**src/rtl/vc_pkg.sv**
```systemverilog
package vc_pkg;
    // Default geometry of the victim store
    localparam int VC_ENTRIES = 4;
    localparam int VC_ADDR_W  = 24;
    localparam int VC_LINE_W  = 64;

    // Index width for a store of n entries (at least one bit)
    function automatic int vc_idx_w(input int n);
        return (n > 1) ? $clog2(n) : 1;
    endfunction
endpackage

```
**src/rtl/vc_tag_match.sv**
```systemverilog
module vc_tag_match #(
    parameter int N      = vc_pkg::VC_ENTRIES,
    parameter int ADDR_W = vc_pkg::VC_ADDR_W
) (
    input  logic                     en,
    input  logic [ADDR_W-1:0]        key,
    input  logic [N-1:0]             valid,
    input  logic [N-1:0][ADDR_W-1:0] tags,
    output logic [N-1:0]             match
);
    // One comparator per entry, all working in parallel
    for (genvar i = 0; i < N; i++) begin : g_cmp
        assign match[i] = en && valid[i] && (tags[i] == key);
    end
endmodule

```
**src/rtl/vc_lru.sv**
```systemverilog
module vc_lru #(
    parameter int N  = vc_pkg::VC_ENTRIES,
    localparam int IW = vc_pkg::vc_idx_w(N)
) (
    input  logic          clk,
    input  logic          rst,
    input  logic          touch_en,
    input  logic [IW-1:0] touch_idx,
    input  logic          ins_en,
    input  logic [N-1:0]  valid,
    output logic [IW-1:0] ins_idx
);
    // rank 0 = most recent, rank N-1 = least recent; ranks form a permutation
    logic [IW-1:0] rank_q [N];
    logic [IW-1:0] rank_a [N];
    logic [IW-1:0] rank_b [N];
    logic          free_found;

    // Step 1: the lookup hit becomes most recent
    always_comb begin
        for (int j = 0; j < N; j++) begin
            rank_a[j] = rank_q[j];
            if (touch_en) begin
                if (IW'(j) == touch_idx)
                    rank_a[j] = '0;
                else if (rank_q[j] < rank_q[touch_idx])
                    rank_a[j] = rank_q[j] + 1'b1;
            end
        end
    end

    // Step 2: choose the insertion slot: lowest free, else oldest
    always_comb begin
        ins_idx    = '0;
        free_found = 1'b0;
        for (int i = 0; i < N; i++) begin
            if (!valid[i] && !free_found) begin
                ins_idx    = IW'(i);
                free_found = 1'b1;
            end
        end
        if (!free_found) begin
            for (int i = 0; i < N; i++) begin
                if (rank_a[i] == IW'(N - 1))
                    ins_idx = IW'(i);
            end
        end
    end

    // Step 3: the inserted line becomes most recent
    always_comb begin
        for (int j = 0; j < N; j++) begin
            rank_b[j] = rank_a[j];
            if (ins_en) begin
                if (IW'(j) == ins_idx)
                    rank_b[j] = '0;
                else if (rank_a[j] < rank_a[ins_idx])
                    rank_b[j] = rank_a[j] + 1'b1;
            end
        end
    end

    always_ff @(posedge clk) begin
        for (int j = 0; j < N; j++) begin
            if (rst) rank_q[j] <= IW'(j);
            else     rank_q[j] <= rank_b[j];
        end
    end
endmodule

```
**src/rtl/vc_store.sv**
```systemverilog
module vc_store #(
    parameter int N      = vc_pkg::VC_ENTRIES,
    parameter int ADDR_W = vc_pkg::VC_ADDR_W,
    parameter int LINE_W = vc_pkg::VC_LINE_W,
    localparam int IW    = vc_pkg::vc_idx_w(N)
) (
    input  logic                     clk,
    input  logic                     rst,
    input  logic                     sw_we,
    input  logic [IW-1:0]            sw_idx,
    input  logic [ADDR_W-1:0]        sw_addr,
    input  logic [LINE_W-1:0]        sw_data,
    input  logic                     ins_we,
    input  logic [IW-1:0]            ins_idx,
    input  logic [ADDR_W-1:0]        ins_addr,
    input  logic [LINE_W-1:0]        ins_data,
    output logic [N-1:0]             valid,
    output logic [N-1:0][ADDR_W-1:0] tags,
    output logic [N-1:0][LINE_W-1:0] lines
);
    typedef struct packed {
        logic [ADDR_W-1:0] addr;
        logic [LINE_W-1:0] data;
    } line_t;

    line_t ent_q [N];

    for (genvar i = 0; i < N; i++) begin : g_ent
        logic hit_ins;
        logic hit_sw;
        assign hit_ins  = ins_we && (ins_idx == IW'(i));
        assign hit_sw   = sw_we  && (sw_idx  == IW'(i));
        assign tags[i]  = ent_q[i].addr;
        assign lines[i] = ent_q[i].data;

        always_ff @(posedge clk) begin
            if (rst)          valid[i] <= 1'b0;
            else if (hit_ins) valid[i] <= 1'b1;
        end

        always_ff @(posedge clk) begin
            if (hit_ins)     ent_q[i] <= '{addr: ins_addr, data: ins_data};
            else if (hit_sw) ent_q[i] <= '{addr: sw_addr, data: sw_data};
        end
    end
endmodule

```
**src/rtl/victim_cache.sv**
```systemverilog
module victim_cache #(
    parameter int NUM_ENTRIES = vc_pkg::VC_ENTRIES,
    parameter int ADDR_W      = vc_pkg::VC_ADDR_W,
    parameter int LINE_W      = vc_pkg::VC_LINE_W
) (
    input  logic              clk,
    input  logic              rst,
    input  logic              lk_valid,
    input  logic [ADDR_W-1:0] lk_addr,
    output logic              hit,
    output logic [LINE_W-1:0] hit_data,
    input  logic              sw_en,
    input  logic [ADDR_W-1:0] sw_addr,
    input  logic [LINE_W-1:0] sw_data,
    input  logic              ev_en,
    input  logic [ADDR_W-1:0] ev_addr,
    input  logic [LINE_W-1:0] ev_data
);
    localparam int IW = vc_pkg::vc_idx_w(NUM_ENTRIES);

    logic [NUM_ENTRIES-1:0]             valid_vec;
    logic [NUM_ENTRIES-1:0]             match_vec;
    logic [NUM_ENTRIES-1:0][ADDR_W-1:0] tag_vec;
    logic [NUM_ENTRIES-1:0][LINE_W-1:0] line_vec;
    logic [IW-1:0]                      hit_idx;
    logic [IW-1:0]                      ins_idx;
    logic                               swap_we;

    vc_tag_match #(.N(NUM_ENTRIES), .ADDR_W(ADDR_W)) u_match (
        .en    (lk_valid),
        .key   (lk_addr),
        .valid (valid_vec),
        .tags  (tag_vec),
        .match (match_vec)
    );

    // Encode the one-hot match and select the line
    always_comb begin
        hit_idx  = '0;
        hit_data = '0;
        for (int i = 0; i < NUM_ENTRIES; i++) begin
            if (match_vec[i]) begin
                hit_idx  = IW'(i);
                hit_data = hit_data | line_vec[i];
            end
        end
    end

    assign hit     = |match_vec;
    assign swap_we = sw_en && hit;

    vc_lru #(.N(NUM_ENTRIES)) u_lru (
        .clk       (clk),
        .rst       (rst),
        .touch_en  (hit),
        .touch_idx (hit_idx),
        .ins_en    (ev_en),
        .valid     (valid_vec),
        .ins_idx   (ins_idx)
    );

    vc_store #(.N(NUM_ENTRIES), .ADDR_W(ADDR_W), .LINE_W(LINE_W)) u_store (
        .clk      (clk),
        .rst      (rst),
        .sw_we    (swap_we),
        .sw_idx   (hit_idx),
        .sw_addr  (sw_addr),
        .sw_data  (sw_data),
        .ins_we   (ev_en),
        .ins_idx  (ins_idx),
        .ins_addr (ev_addr),
        .ins_data (ev_data),
        .valid    (valid_vec),
        .tags     (tag_vec),
        .lines    (line_vec)
    );
endmodule

```
**config.mk**
```make
export PLATFORM = sky130hd
export DESIGN_NAME = victim_cache
export DESIGN_NICKNAME = d
export VERILOG_FILES = /design/src/rtl/vc_pkg.sv /design/src/rtl/vc_tag_match.sv /design/src/rtl/vc_lru.sv /design/src/rtl/vc_store.sv /design/src/rtl/victim_cache.sv
export SDC_FILE = /design/constraint.sdc
export NUM_CORES = 1
export LEC_CHECK = 0
export BUFFER_PORTS_ARGS = -buffer_cell sky130_fd_sc_hd__buf_2
export CAP_MARGIN = 20
export CORE_MARGIN = 1
export CORE_UTILIZATION = 34
export CTS_CLUSTER_DIAMETER = 30
export DETAILED_ROUTE_END_ITERATION = 7
export HOLD_SLACK_MARGIN = 0.02
export SLEW_MARGIN = 30
export SYNTH_ARGS = -nofsm -noshare
export SYNTH_HDL_FRONTEND = slang
export SYNTH_SLANG_ARGS = --single-unit
```
**constraint.sdc**
```tcl
create_clock -name clk -period 18.65 [get_ports clk]
set_clock_uncertainty 0.15 [all_clocks]
set_input_delay 2.7975 -clock clk [delete_from_list [all_inputs] [get_ports clk]]
set_output_delay 2.7975 -clock clk [all_outputs]
set_load 0.005 [all_outputs]
```
# Word level (Yosys, flattened, before mapping)

Memories as Yosys holds them, arrays and structs flattened.
Index checks and enable logic that the tools add are counted.

Multiply operators: 0
Bitwise operators: 12
Order comparisons: 9
Reduce and logical (&&, ||, !) cells: 28
$add $sub $neg: 8
Shift-type cells: 0
Eq/ne operators: 20
Divide/modulo/power cells: 0
Mux-type cells: 77

Operators by type and width:

| kind                | number |
|---|---|
| $mux 88             | 4 |
| $mux 64             | 4 |
| $or 64x64->64       | 3 |
| $eq 24x24->1        | 4 |
| $mux 2              | 39 |
| $mux 1              | 29 |
| $logic_and 1x1->1   | 20 |
| $add 2x1->2 const B | 8 |
| $eq 2x2->1 const B  | 8 |
| $lt 2x2->1          | 8 |
| $eq 2x2->1 const A  | 4 |
| $or 1x1->1          | 8 |
| $logic_not 1->1     | 5 |
| $bmux 2 s2          | 1 |
| $eq 1x2->1 const A  | 2 |
| $eq 2x1->1 const B  | 2 |
| $logic_not 2->1     | 2 |
| $reduce_or 4->1     | 1 |
| $ge 3x3->1 const B  | 1 |
| $not 2->3           | 1 |

Memories: 2
Bits in registers: 4
Input port bits: 205
Output and inout bits: 65
Logic and storage cells: 160
Bits in writable memories: 360
Bits in latches: 0
ROM bits: 0

Memory list:

| name          | depth | width | read ports | clocked after Yosys merged registers in | write ports | RTL line       | source |
|---|---|---|---|---|---|---|---|
| u_store.ent_q | 4     | 88    | 4          | 0                                       | 4           | vc_store.sv:26 | `line_t ent_q [N];` |
| u_lru.rank_q  | 4     | 2     | 5          | 0                                       | 4           | vc_lru.sv:14   | `logic [IW-1:0] rank_q [N];` |

# Longest topological paths before layout

Gate-level depths: netlist of run 1.
An unclocked memory read counts as a cell.

Depth after elaboration: 26
Gate-level depth with buffers: 23
Gate-level depth less buffers: 20

# Cells and area by module

A second synthesis of run 1 with hierarchy kept.

Cell total of the unflattened synthesis: 1,272
Area total of the unflattened synthesis: 18,702.9 um^2

Modules (own cells, without submodules):

| module       | seq. area each (um^2) | times used | area an instance (um^2) | cells an instance |
|---|---|---|---|---|
| vc_store     | 10,650.2              | 1          | 15,064.4                | 770 |
| victim_cache | 0.0                   | 1          | 1,370.1                 | 225 |
| vc_lru       | 160.2                 | 1          | 1,187.4                 | 145 |
| vc_tag_match | 0.0                   | 1          | 1,081.0                 | 132 |

# Worst setup path after synthesis of run 1

Ideal clock, no wire load.

Kind: input port to flip-flop
Start: input port lk_addr[10]
End: memory u_store.ent_q[2][0] (netlist name) (enable)
Setup time: 0.849 ns
Arrival: 8.136 ns
Data required time: 17.651 ns
Stages on the path: 19
Path buffers: 2
Slack: 9.515 ns
Cell sequence: buf_2 -> xor2_1 -> nor4_1 -> nand4_1 -> nor4_4 -> nand2_1 -> a221oi_2 -> nor3_1 -> or4_1 -> inv_1 -> ha_1 -> nand2b_1 -> a21oi_1 -> o21ai_0 -> and2_1 -> clkdlybuf4s50_2 -> nor2_1 -> nand2_1 -> nand2_1

RTL lines:

| element     | RTL line          | source |
|---|---|---|
| from (decl) | victim_cache.sv:9 | `input logic [ADDR_W-1:0] lk_addr,` |
| to (decl)   | vc_store.sv:26    |  |

==> results of run 1 <==
-- state kept, by name, indices dropped and copies added, names as in the netlist --
register,count
u_store.ent_q,352
u_lru.rank_q,8
u_store.valid,4
-- kinds of logic after synthesis --
| family | synth area share (%) |
|---|---|
| DFF | 57.0 |
| AOI/OAI and AO/OA | 8.36 |
| xor gates and xnor gates | 4.48 |
| muxes | 21.0 |
| adders and majority gates | 0.264 |
| buffers and inverters | 1.86 |
| and+or+nand+nor | 6.98 |
-- worst min-delay path, stage by stage, from the launching register on --
cell	delay, ns
dfxtp_1	0.36
nor2_1	0.12
nor2_1	0.04
-- final cells by class --
class | instances | area, sq um | area share [%]
multi-input cells | 914 | 7880 | 32.6
diodes | 3 | 7.51 | 0.0311
flip-flops and latches | 364 | 10800 | 44.7
clock inverters | 69 | 753 | 3.12
inverters | 13 | 48.8 | 0.202
well taps | 748 | 936 | 3.87
clock buffers | 95 | 2270 | 9.39
repair buffers | 284 | 1470 | 6.07
-- power groups by stage --
stage	sequential (W)	combinational (W)	clock, W
after floorplan	0.000951	0.0000769	0
after global placement	0.000951	0.000140	0
after detailed placement	0.000952	0.000144	0
after CTS	0.000938	0.000145	0.00157
after global routing	0.000940	0.000158	0.00160
final	0.000938	0.000146	0.00155
-- worst paths after layout --
| kind | start | end | slack (ns) | depth (start not counted) |
|---|---|---|---|---|
| hold reg to reg | u_store.valid[1] | u_store.valid[1] | 0.42 | 2 |
| setup / recovery | lk_addr[19] | u_store.ent_q[2][65] | 8.88 | 21 |
| setup reg to reg | u_store.ent_q[3][83] | u_store.ent_q[2][65] | 10.85 | 20 |
| hold / removal | u_store.valid[1] | u_store.valid[1] | 0.42 | 2 |
-- cells in the final DEF, fill, tap and decap left out, types with 8 or more instances in the layout --
| cell type | n |
|---|---|
| nand4_1 | 15 |
| clkinvlp_4 | 13 |
| edfxtp_1 | 352 |
| xnor2_1 | 12 |
| a21oi_1 | 11 |
| xor2_1 | 85 |
| mux2_2 | 352 |
| nor3_1 | 15 |
| dfxtp_1 | 12 |
| buf_4 | 13 |
| bufinv_16 | 13 |
| nor2_1 | 33 |
| nor4_1 | 36 |
| clkbuf_16 | 90 |
| nand2_1 | 96 |
| clkinv_1 | 20 |
| buf_2 | 269 |
| clkinv_2 | 8 |
| a22oi_1 | 130 |
| inv_1 | 12 |
-- per-stage QoR --
step	instances	setup WS [ns]	total power [W]	cell area, sq um	utilization (%)
after CTS	2487	8.74	0.00265	24200	43.8
final	2490	8.88	0.00263	24200	43.9
after floorplan	1365	9.52	0.00103	19000	-
after global routing	2490	8.51	0.00270	24200	43.9
after global placement	2323	8.21	0.00109	21100	38.3
after detailed placement	2323	8.11	0.00110	21100	38.4
-- routing by layer --
layer | vias up | wire length [microns]
li1 | 6057 | -
met1 | 6677 | 24000
met2 | 404 | 28300
met3 | 103 | 3250
met4 | 18 | 1140
met5 | - | 107
==> results.txt, run 1 <==
The run finished with clean final reports. The arrival time at the worst endpoint is 9.98 ns. The die area is 56700 sq um. The number of I/O pins is 270. The half-perimeter wire length after placement is 35300 microns. After detailed routing, the total wire length is 56800 microns.

In this run the core area contains 86 standard-cell rows. The routed length per placed instance came out at 22.8 microns. The number of synthesized register bits is 364. The detailed router finished its first iteration with 847 violations. The summed negative setup slack over all endpoints is 0 ns. The net load switching power is 0.000583 W. The worst setup path is captured at a flop. For this run the aggregate overflow at the end of global routing stands at 0. The critical path goes through buf_2 > xor2_1 > nor4_1 > nand4_1 > nor4_4 > buf_4 > buf_4 > nand2_1 > a221oi_2 > nor3_1 > nor4_2 > ha_1 > inv_1 > a21oi_1 > o21ai_0 > and2_1 > nor2_1 > nand2_1 > nand3_4 > buf_4 > mux2_2.

The met1 demand-to-capacity share in global routing is 24.5%. For this run, design rule violations remaining after detail routing come to 0. Setup repair after global routing left no endpoint under its margin. Headroom to the max-slew limit came out at 37.5%.

The post-route antenna net violation count is 0. The post-synthesis cell count came out at 1365. The clock latency of the later-clocked register in the worst-skew pair is 0.62 ns. The area of the core is 55100 sq um.

The worst-case IR drop observed on VDD is 0.0641 mV. The largest driver fanout on the critical path came out at 50. For this design, the CTS-stage hold fixing added 0 buffers.

The net count of the finished layout is 1875. The number of buffer cells added on primary ports is 269. The highest clock frequency the design can meet came out at 0.102 GHz. The number of buffers and inverters on the critical path is 5. In the synthesized netlist the dominant register cell turns out to be edfxtp_1. The depth of the CTS H-tree is 3. The netlist uses 80 different library cells. The relative area change from synthesis to final layout came out at 27.5%. The smallest clock period supported by the final layout is computed as 9.77 ns.

Registers are responsible for 35.7% of the overall power. The mapped netlist covers 19000 sq um. Of the total power, combinational logic draws 5.5%. The share of synthesized registers carrying an async set or reset is 0%. The kind of cell adding the most delay to the critical path is simple AND/OR/NAND/NOR gates. The global placement routability congestion is 0.894.

The root buffer cell chosen for the clock tree is clkbuf_16. The first-pass GRT wire length came out at 85000 microns. Of the cells placed in the final design, the portion with a size suffix greater than 1 is 46.6%. The power density over the cells is 109 nW/um^2.

The overall global routing resource usage came out at 20.0%. Gates resized during post-CTS repair numbered 0. Ranked by total cell area, the synthesized netlist is headed by edfxtp_1 (56%), mux2_2 (21%), a22oi_1 (5.1%), xor2_1 (3.9%), nand2_1 (2.0%).

The highest cell delay on the worst timing path is 0.81 ns. The critical path's most frequent cell is buf_4. The y dimension of the die came out at 238 microns. The setup path with the least slack is of type primary input to flop. The number of maximum-capacitance constraint violations came out at 0. The floorplan step set the die width to 238 microns. The number of nets produced by synthesis is 1574. The internal power consumption came out at 0.00205 W. Averaged over all synthesized cells, the footprint is 13.9 sq um. met2 is the most crowded layer. The static leakage is 9.03 nW. Yosys printed 0 warnings. The number of antenna violations at the first check in global routing is 12.

The number of slew-limit violations in the final report is 0. CTS saw 364 sinks. The number of hold violations in the final report came out at 0. The total CTS buffers came out at 89. Entering global routing, the biggest net connects 71 pins.

The met2 track utilization from global routing is 34.3%. The number of synthesized flops with an enable pin came out at 352. Net switching is 22.2% of the power. The number of global-route vias before repair came out at 13900. In the synthesized netlist, the cells that appear most often are edfxtp_1 (352), mux2_2 (352), a22oi_1 (130). TritonCTS built the clock tree. The area fraction of the dominant cell type after synthesis is 55.8%. The first detailed-routing pass ran for 5 iterations. The ratio of final minimum period to clock period came out at 52.4%.

The global-route met3 utilization is 4.97%. The worst setup path is launched from a primary input. The minimum hold slack came out at 0.418 ns.

The critical path required time is 18.86 ns. In this run, the clock network consumes 58.8% of the power. After clock tree synthesis, the clock-pin slew on the worst setup and hold paths is 0.05 ns.

The via density per instance is 5.32. The starting density of the core came out at 34.4%. At the pin with the least slew margin, the transition time is 0.938 ns. The largest total area in the synthesized netlist belongs to edfxtp_1.

The vias after detailed routing came out at 13300. The number of endpoints failing setup at the final stage is 0. The clock passes through at most 3 buffers.

The proportion of synthesized chip area in sequential cells came out at 57.0%. The slowest stage of the critical path belongs to the cell buf_4. The worst hold path belongs to the class flop to flop.

The number of filler cells placed in the layout is 5083. In this run the post-CTS setup repair buffer count came out at 0.
Note: power is estimated with default switching activity, not from simulation.
==> run 2: changes to the inputs <==
==> constraint.sdc (replaced) <==
create_clock -name clk -period 9.4 [get_ports clk]
set_clock_uncertainty 0.15 [all_clocks]
set_input_delay 1.41 -clock clk [delete_from_list [all_inputs] [get_ports clk]]
set_output_delay 1.41 -clock clk [all_outputs]
set_load 0.005 [all_outputs]
==> results.txt, run 2 (synthesis gave the netlist of run 1 again) <==
For this design the static power due to leakage is 9.05 nW. Summed over all layers, the global routing overflow is 0. Of all nets on the critical path, the largest fanout is 28.

The post-route antenna net violation count is 0. TritonCTS created 86 clock buffers. The vias after detailed routing came out at 13400. The clock latency of the later-clocked register in the worst-skew pair is 0.63 ns. The register clock-pin slew on the reported worst setup and hold paths came out at 0.04 ns.

The number of endpoints failing setup at the final stage is 0. The largest register by flop count is u_store.ent_q. The worst relative slew slack came out at 34.1%. The area of the core is 55100 sq um. The largest voltage drop on the vdd net is 0.141 mV. STA classifies the critical path endpoint as a flop. Data arrives at the worst endpoint at 7.27 ns. The depth of the most critical reg-to-reg path came out at 18. The overall global routing resource usage is 20.2%. Among all stages on the critical path, the largest delay is contributed by nor4_2. CTS saw 364 sinks.

The count of buffering cells on the critical path with inverters included came out at 3. The via density per instance is 5.35. The first-pass GRT wire length came out at 85300 microns. The number of hold violations in the final report came to 0. The min-delay analysis places its worst path in the category flop to flop. The met1 demand-to-capacity share in global routing is 24.8%. Setup repair after global routing left no endpoint under its margin.

The largest net degree at the start of global routing is 61. The share of post-route cells with drive strength above 1 is 46.6%. The setup slack of the critical path after layout is 2.34 ns.

The worst hold path passes through 2 cells. The post-placement worst setup slack came out at 1.59 ns. The first routing iteration left 1001 violations.

The number of maximum-capacitance constraint violations came out at 0. For the worst setup path, the data required time is 9.60 ns. The post-CTS setup-driven buffer insertion count came out at 0. The worst setup path category is primary input to flop. The y dimension of the die is 238 microns.

No sink is reached through more buffers than the 3 on the longest clock path. The global-route met3 utilization came out at 5.04%. At the end of routability-driven placement, the weighted congestion stood at 0.978. For this block, the routed nets add up to 58000 microns of wire.

Before antenna repair, the detailed router went through 6 iterations. The footprint of the multi-input gates is 7880 sq um. The summed negative setup slack over all endpoints is 0 ns. The number of flip-flops in the largest register is 352. The quantity of gates resized following cts is 0. The floorplan step set the die width to 238 microns. The post-detailed-route DRC marker count came out at 0.

In the layout the commonest cells are mux2_2 (352), edfxtp_1 (352), buf_2 (269). The global routing stage identified its most utilized layer as met2. The number of buffers inserted by hold repair at cts came out at 0.

The register cell area after layout is 10800 sq um. In the final routed layout, each cell accounts on average for 23.2 microns. The cell sitting at the root of the clock tree is a clkbuf_16. The highest cell delay on the worst timing path is 0.59 ns. Grouping stages by cell kind, the critical path spends the most delay in simple AND/OR/NAND/NOR gates.

For this design the top-level I/O count stands at 270. The number of buffer cells added on primary ports is 269. The power density over the cells came out at 210 nW/um^2. The highest clock frequency the design can meet came out at 0.142 GHz. The number of filler cells placed in the layout is 5086. The critical path runs through a total of 19 cells. The depth of the CTS H-tree is 3. The relative area change from synthesis to final layout came out at 27.7%. The half-perimeter wire length after placement is 37200 microns. The starting density of the core came out at 34.4%. The die area came out at 56700 sq um. The kind of launch point of the worst setup path is a primary input. The number of global-route vias before repair is 13800. The number of slew-limit violations in the final report came out at 0. The number of antenna violations at the first check in global routing came out at 16. At the pin with the least slew margin, the transition time is 0.989 ns. The floorplan has 86 rows. The final net count is 1882.

The met2 track utilization from global routing is 33.5%. The critical path goes through buf_2 > xor2_1 > or4_1 > or3_4 > nor2_4 > o211ai_2 > a221oi_2 > nor3_1 > nor4_2 > ha_1 > inv_1 > a21oi_1 > o21ai_0 > and2_1 > nor2_1 > nand2_1 > nand3_4 > buf_4 > mux2_2. The clock period could shrink to 7.06 ns. TritonCTS built the clock tree. In the final layout, the registers with the most flip-flops are u_store.ent_q (352), u_lru.rank_q (8), u_store.valid (4). After layout, the worst path uses 75.1% of the clock period. The flow ran to the end, and the final reports show no timing, DRC or antenna violations.
run 2: final timing paths:
check	endpoint	start	slack, ns
worst max-delay path	u_store.ent_q[2][57]	lk_addr[23]	2.34
worst min-delay path	u_store.valid[3]	u_store.valid[3]	0.42
worst max register to register	u_store.ent_q[2][57]	u_store.ent_q[2][87]	2.90
worst min register to register	u_store.valid[3]	u_store.valid[3]	0.42
run 2: layer usage:
metal  wire, microns  vias up
met3            3650      141
met5             116        -
met1           24200     6651
met2           28200      481
li1                -     6072
met4            1790       18
run 2: metrics by stage:
stage	hold slack [ns]	total power [W]	instance area, sq um	utilization (%)	cells
floorplan	0.309	0.00204	19000	-	1365
CTS	0.418	0.00512	24200	43.9	2491
global placement	0.417	0.00217	21300	38.6	2333
detailed placement	0.409	0.00218	21300	38.6	2333
finish	0.425	0.00509	24200	43.9	2499
global route	0.433	0.00523	24200	43.9	2498
run 2: power by group:
part	switching, W	total (W)	internal, W	leakage, nW
registers	0.0000178	0.00186	0.00184	3.33
logic	0.000169	0.000293	0.000123	4.34
clock network	0.000959	0.00294	0.00198	1.38
total	0.00115	0.00509	0.00394	9.05
run 2: final cells by class:
type / count / area share [%]
clock inverter: 61 / 2.66
antenna: 8 / 0.0827
tap: 748 / 3.87
inverter: 13 / 0.202
sequential: 364 / 44.7
timing repair buffer: 294 / 6.70
clock buffer: 97 / 9.24
multi-input combinational: 914 / 32.6
run 2: tightest hold or removal path, delay by kind of cell, from the launching register on:
family             cells  cell delay, ns
DFF                    1            0.40
and+or+nand+nor        1            0.08
AOI/OAI and AO/OA      1            0.06
==> run 3: changes to the inputs <==
--- a/config.mk
+++ b/config.mk
@@ -5,6 +5,7 @@
 export SDC_FILE = /design/constraint.sdc
 export NUM_CORES = 1
 export LEC_CHECK = 0
+export ABC_AREA = 1
 export BUFFER_PORTS_ARGS = -buffer_cell sky130_fd_sc_hd__buf_2
 export CAP_MARGIN = 20
 export CORE_MARGIN = 1
==> constraint.sdc (replaced) <==
create_clock -name clk -period 5.85 [get_ports clk]
set_clock_uncertainty 0.15 [all_clocks]
set_input_delay 0.8775 -clock clk [delete_from_list [all_inputs] [get_ports clk]]
set_output_delay 0.8775 -clock clk [all_outputs]
set_load 0.005 [all_outputs]
==> results.txt, run 3 <==
In the final routed layout, each cell accounts on average for 19.3 microns. TritonCTS built the clock tree. The global placement routability congestion came out at 1.02. In this run the critical register-to-register path is captured at u_store.ent_q[2][20]. The number of filler cells placed in the layout is 5631. On the critical path, the stage with the largest delay is an instance of nand3_4.

The share of synthesized registers carrying an async set or reset is 0%. The register clock-pin slew on the reported worst setup and hold paths came out at 0.04 ns. The net load switching power came out at 0.00200 W.

The largest net degree at the start of global routing is 93. The summed negative setup slack over all endpoints is 0 ns. The worst relative slew slack is 34.2%. The worst hold-check path type is flop to flop.

The most frequent cell after synthesis is nand2_1. The worst register-to-register path begins at u_store.valid[3]. After the first detailed-routing iteration, the DRC count stood at 1808. The number of sinks handled by clock tree synthesis is 364. The reg-to-reg setup timing slack is 0.87 ns. The number of endpoints failing setup at the final stage is 0. The floorplan has 88 rows.

Of all cell types, the one taking the most synthesized area is edfxtp_1. The number of antenna violations at the first check in global routing came out at 17. The commonest cells after synthesis are nand2_1 (1015), edfxtp_1 (352), o21ai_0 (327). Sequential elements use 53.8% of the synthesized area. Sorting the synthesized cells by area gives the leading types as edfxtp_1 (53%), nand2_1 (19%), o21ai_0 (8.1%), inv_1 (4.4%), nand4_1 (3.1%). The final critical path time including I/O delays and setup is 5.04 ns. The placed cell area is 22500 sq um.

The post-synthesis cell count came out at 2512. In the finished design, the share of the clock period the worst path needs comes to 86.1%. The number of global-route vias before repair was 17800. After the flow finishes, the layout carries non-filler instances totaling 3650. During I/O placement, the number of pins put on the boundary was 270. The post-CTS setup-driven buffer insertion count is 0. The overall global routing resource usage came out at 23.3%. The run finished with clean final reports. The worst hold path terminates at u_store.valid[2]. The synthesized design contains 364 register bits. The number of maximum-capacitance constraint violations came out at 0.

The first global-routing pass estimated 106000 microns of wire. Once detail routing completed, the nets flagged for antenna violations numbered 0. The number of clock buffers added by TritonCTS is 91. In this run, post-CTS repair resized a total of 0 instances. The area fraction of the dominant cell type after synthesis is 52.6%. The largest voltage drop on the vdd net is 0.205 mV. The power density over the cells came out at 342 nW/um^2. The number of buffers inserted by hold repair at cts came out at 0.

The final routed wirelength across all metal layers came out at 70600 microns. The total grt overflow is 0. Clock latency on the worst-skew pair, taken at its later pin, is 0.63 ns. The largest register by flop count is u_store.ent_q. The relative area change from synthesis to final layout is 28.2%. The top cell types in the final layout, fill and taps aside, are nand2_1 (1015), edfxtp_1 (352), o21ai_0 (323). Using the TritonRoute via totals, the vias-per-cell ratio works out to 5.08. In this run the most critical hold path is launched from u_store.valid[2]. The number of buffer cells added on primary ports is 269. The cell depth of the worst hold path came out at 2.

At the pin with the least slew margin, the transition time is 0.987 ns. The half-perimeter wire length after placement is 48400 microns. The y dimension of the die is 245 microns. Data on the critical path arrives at its endpoint at 5.23 ns. After routing the design area is 25800 sq um. The largest driver fanout on the critical path is 58. The number of slew-limit violations in the final report came to 0. The cell total after placement is 3473.

Combinational cells account for 6.6% of the total power. The depth of the CTS H-tree is 3. The number of hold violations in the final report is 0. Clock tree synthesis selected as its root buffer the cell clkbuf_16.

The die is 245 microns wide. The worst setup path category is primary input to flop. The area of the core came out at 58000 sq um. The synthesized area is 20100 sq um.

STA classifies the critical path endpoint as a flop. The average footprint of a synthesized cell is 8.01 sq um. Once the floorplan was initialized, standard cells occupied 34.7% of the core. The static leakage came out at 11.7 nW. Setup repair after global routing left no endpoint under its margin. The highest clock frequency the design can meet is 0.199 GHz. The largest registers in the layout are u_store.ent_q (352), u_lru.rank_q (8), u_store.valid (4). In this design, the critical path's most frequently occurring cell is nand2_1.

The register with the most flip-flops in the layout has 352 of them. The minimum hold slack came out at 0.361 ns. The final net count is 3010.

The first TritonRoute pass finished after 6 iterations. The most common cell after layout, fill and taps aside is nand2_1. The most used flip-flop cell after synthesis is edfxtp_1. For this run, design rule violations remaining after detail routing come to 0. The count of cell types in the netlist is 37. The worst-case clock buffer depth is 3. The share of post-route cells with drive strength above 1 is 18.6%. The number of synthesized flops with an enable pin came out at 352.

Across the whole layout, storage elements account for 10800 sq um. The total number of yosys warnings is 0. The depth of the most critical reg-to-reg path is 25. The net switching share of the total power is 22.7%. For this run, the slowest stage of the critical path takes 0.46 ns. The critical path required time is 6.05 ns. The clock network accounts for 59.3% of the total power. The footprint of the multi-input gates came out at 7990 sq um.

The routed layout has 18500 vias. The die covers 60100 sq um. The relative contribution of sequential cells to total power came out at 34.1%.

Internal power comes to 0.00681 W. STA classifies the critical path startpoint as a primary input. Synthesis produced a netlist with a net count of 2721.
## run 3: cell types whose count changed after synthesis, sizes merged, moves of 10 or more
cell,previous run,this run
nand4,15,99
buf,13,29
xor2,85,5
a22oi,130,0
nor4,39,11
inv,13,263
mux2,352,0
nand3,10,73
a21oi,11,21
clkbuf,60,76
o21ai,8,366
nor2,35,129
nand2,102,1031
## run 3: layer usage
metal  part of all wire, %  routed length [microns]  global-route usage (%)  vias up
met1                    42                    30000                    29.8     8783
met3                   7.2                     5080                    4.91      135
li1                      -                        -                       -     8940
met5                  0.11                       78                       0        -
met4                   2.8                     2010                    9.10       14
met2                    47                    33500                    38.4      662
## run 3: final cells by class
cell class	count	share of cell area [%]
Antenna cell	10	0.0971
Sequential cell	364	41.9
Inverter	263	3.83
Timing Repair Buffer	301	6.95
Clock buffer	111	9.46
Clock inverter	56	3.00
Multi-Input combinational cell	1780	31.0
Tap cell	765	3.71
## run 3: kinds of logic after synthesis
logic type,after synthesis,synth area share [%]
AOI/OAI and AO/OA,390,9.92
xor gates and xnor gates,10,0.436
adders and majority gates,4,0.249
buffers and inverters,368,6.99
DFF,364,53.8
and+or+nand+nor,1376,28.6
## run 3: worst max path at each step
stage	from	to	slack, ns	cells past startpoint
6_report	lk_valid	u_store.ent_q[2][20]	0.81	26
3_5_place_dp	lk_valid	u_store.ent_q[2][21]	0.30	26
2_1_floorplan	lk_addr[14]	u_store.ent_q[0][0]	0.93	22
4_1_cts	lk_valid	u_store.ent_q[2][30]	0.92	26
3_3_place_gp	lk_valid	u_store.ent_q[3][47]	0.19	25
5_1_grt	lk_valid	u_store.ent_q[3][58]	0.50	25
## run 3: power by group through the flow
stage	sequential (W)	clock, W	combinational, W
after global placement	0.00305	0	0.000568
final	0.00301	0.00522	0.000583
after detailed placement	0.00305	0	0.000578
after CTS	0.00301	0.00528	0.000581
after floorplan	0.00304	0	0.000325
after global routing	0.00301	0.00542	0.000653
## run 3: through the flow
step | util [%] | setup WS (ns) | power (W)
after floorplan | - | 0.925 | 0.00337
after global placement | 38.8 | 0.188 | 0.00362
after detailed placement | 38.8 | 0.299 | 0.00363
after CTS | 44.4 | 0.919 | 0.00887
after global routing | 44.4 | 0.500 | 0.00908
final | 44.4 | 0.814 | 0.00882
## run 3: worst max-delay path, delay by kind of cell
family	cells	cell delay, ns
AND/OR/NAND/NOR	13	2.20
AO/OA/AOI/OAI	5	0.96
adder cells (fa/ha/maj)	1	0.18
buffers and inverters	7	0.91
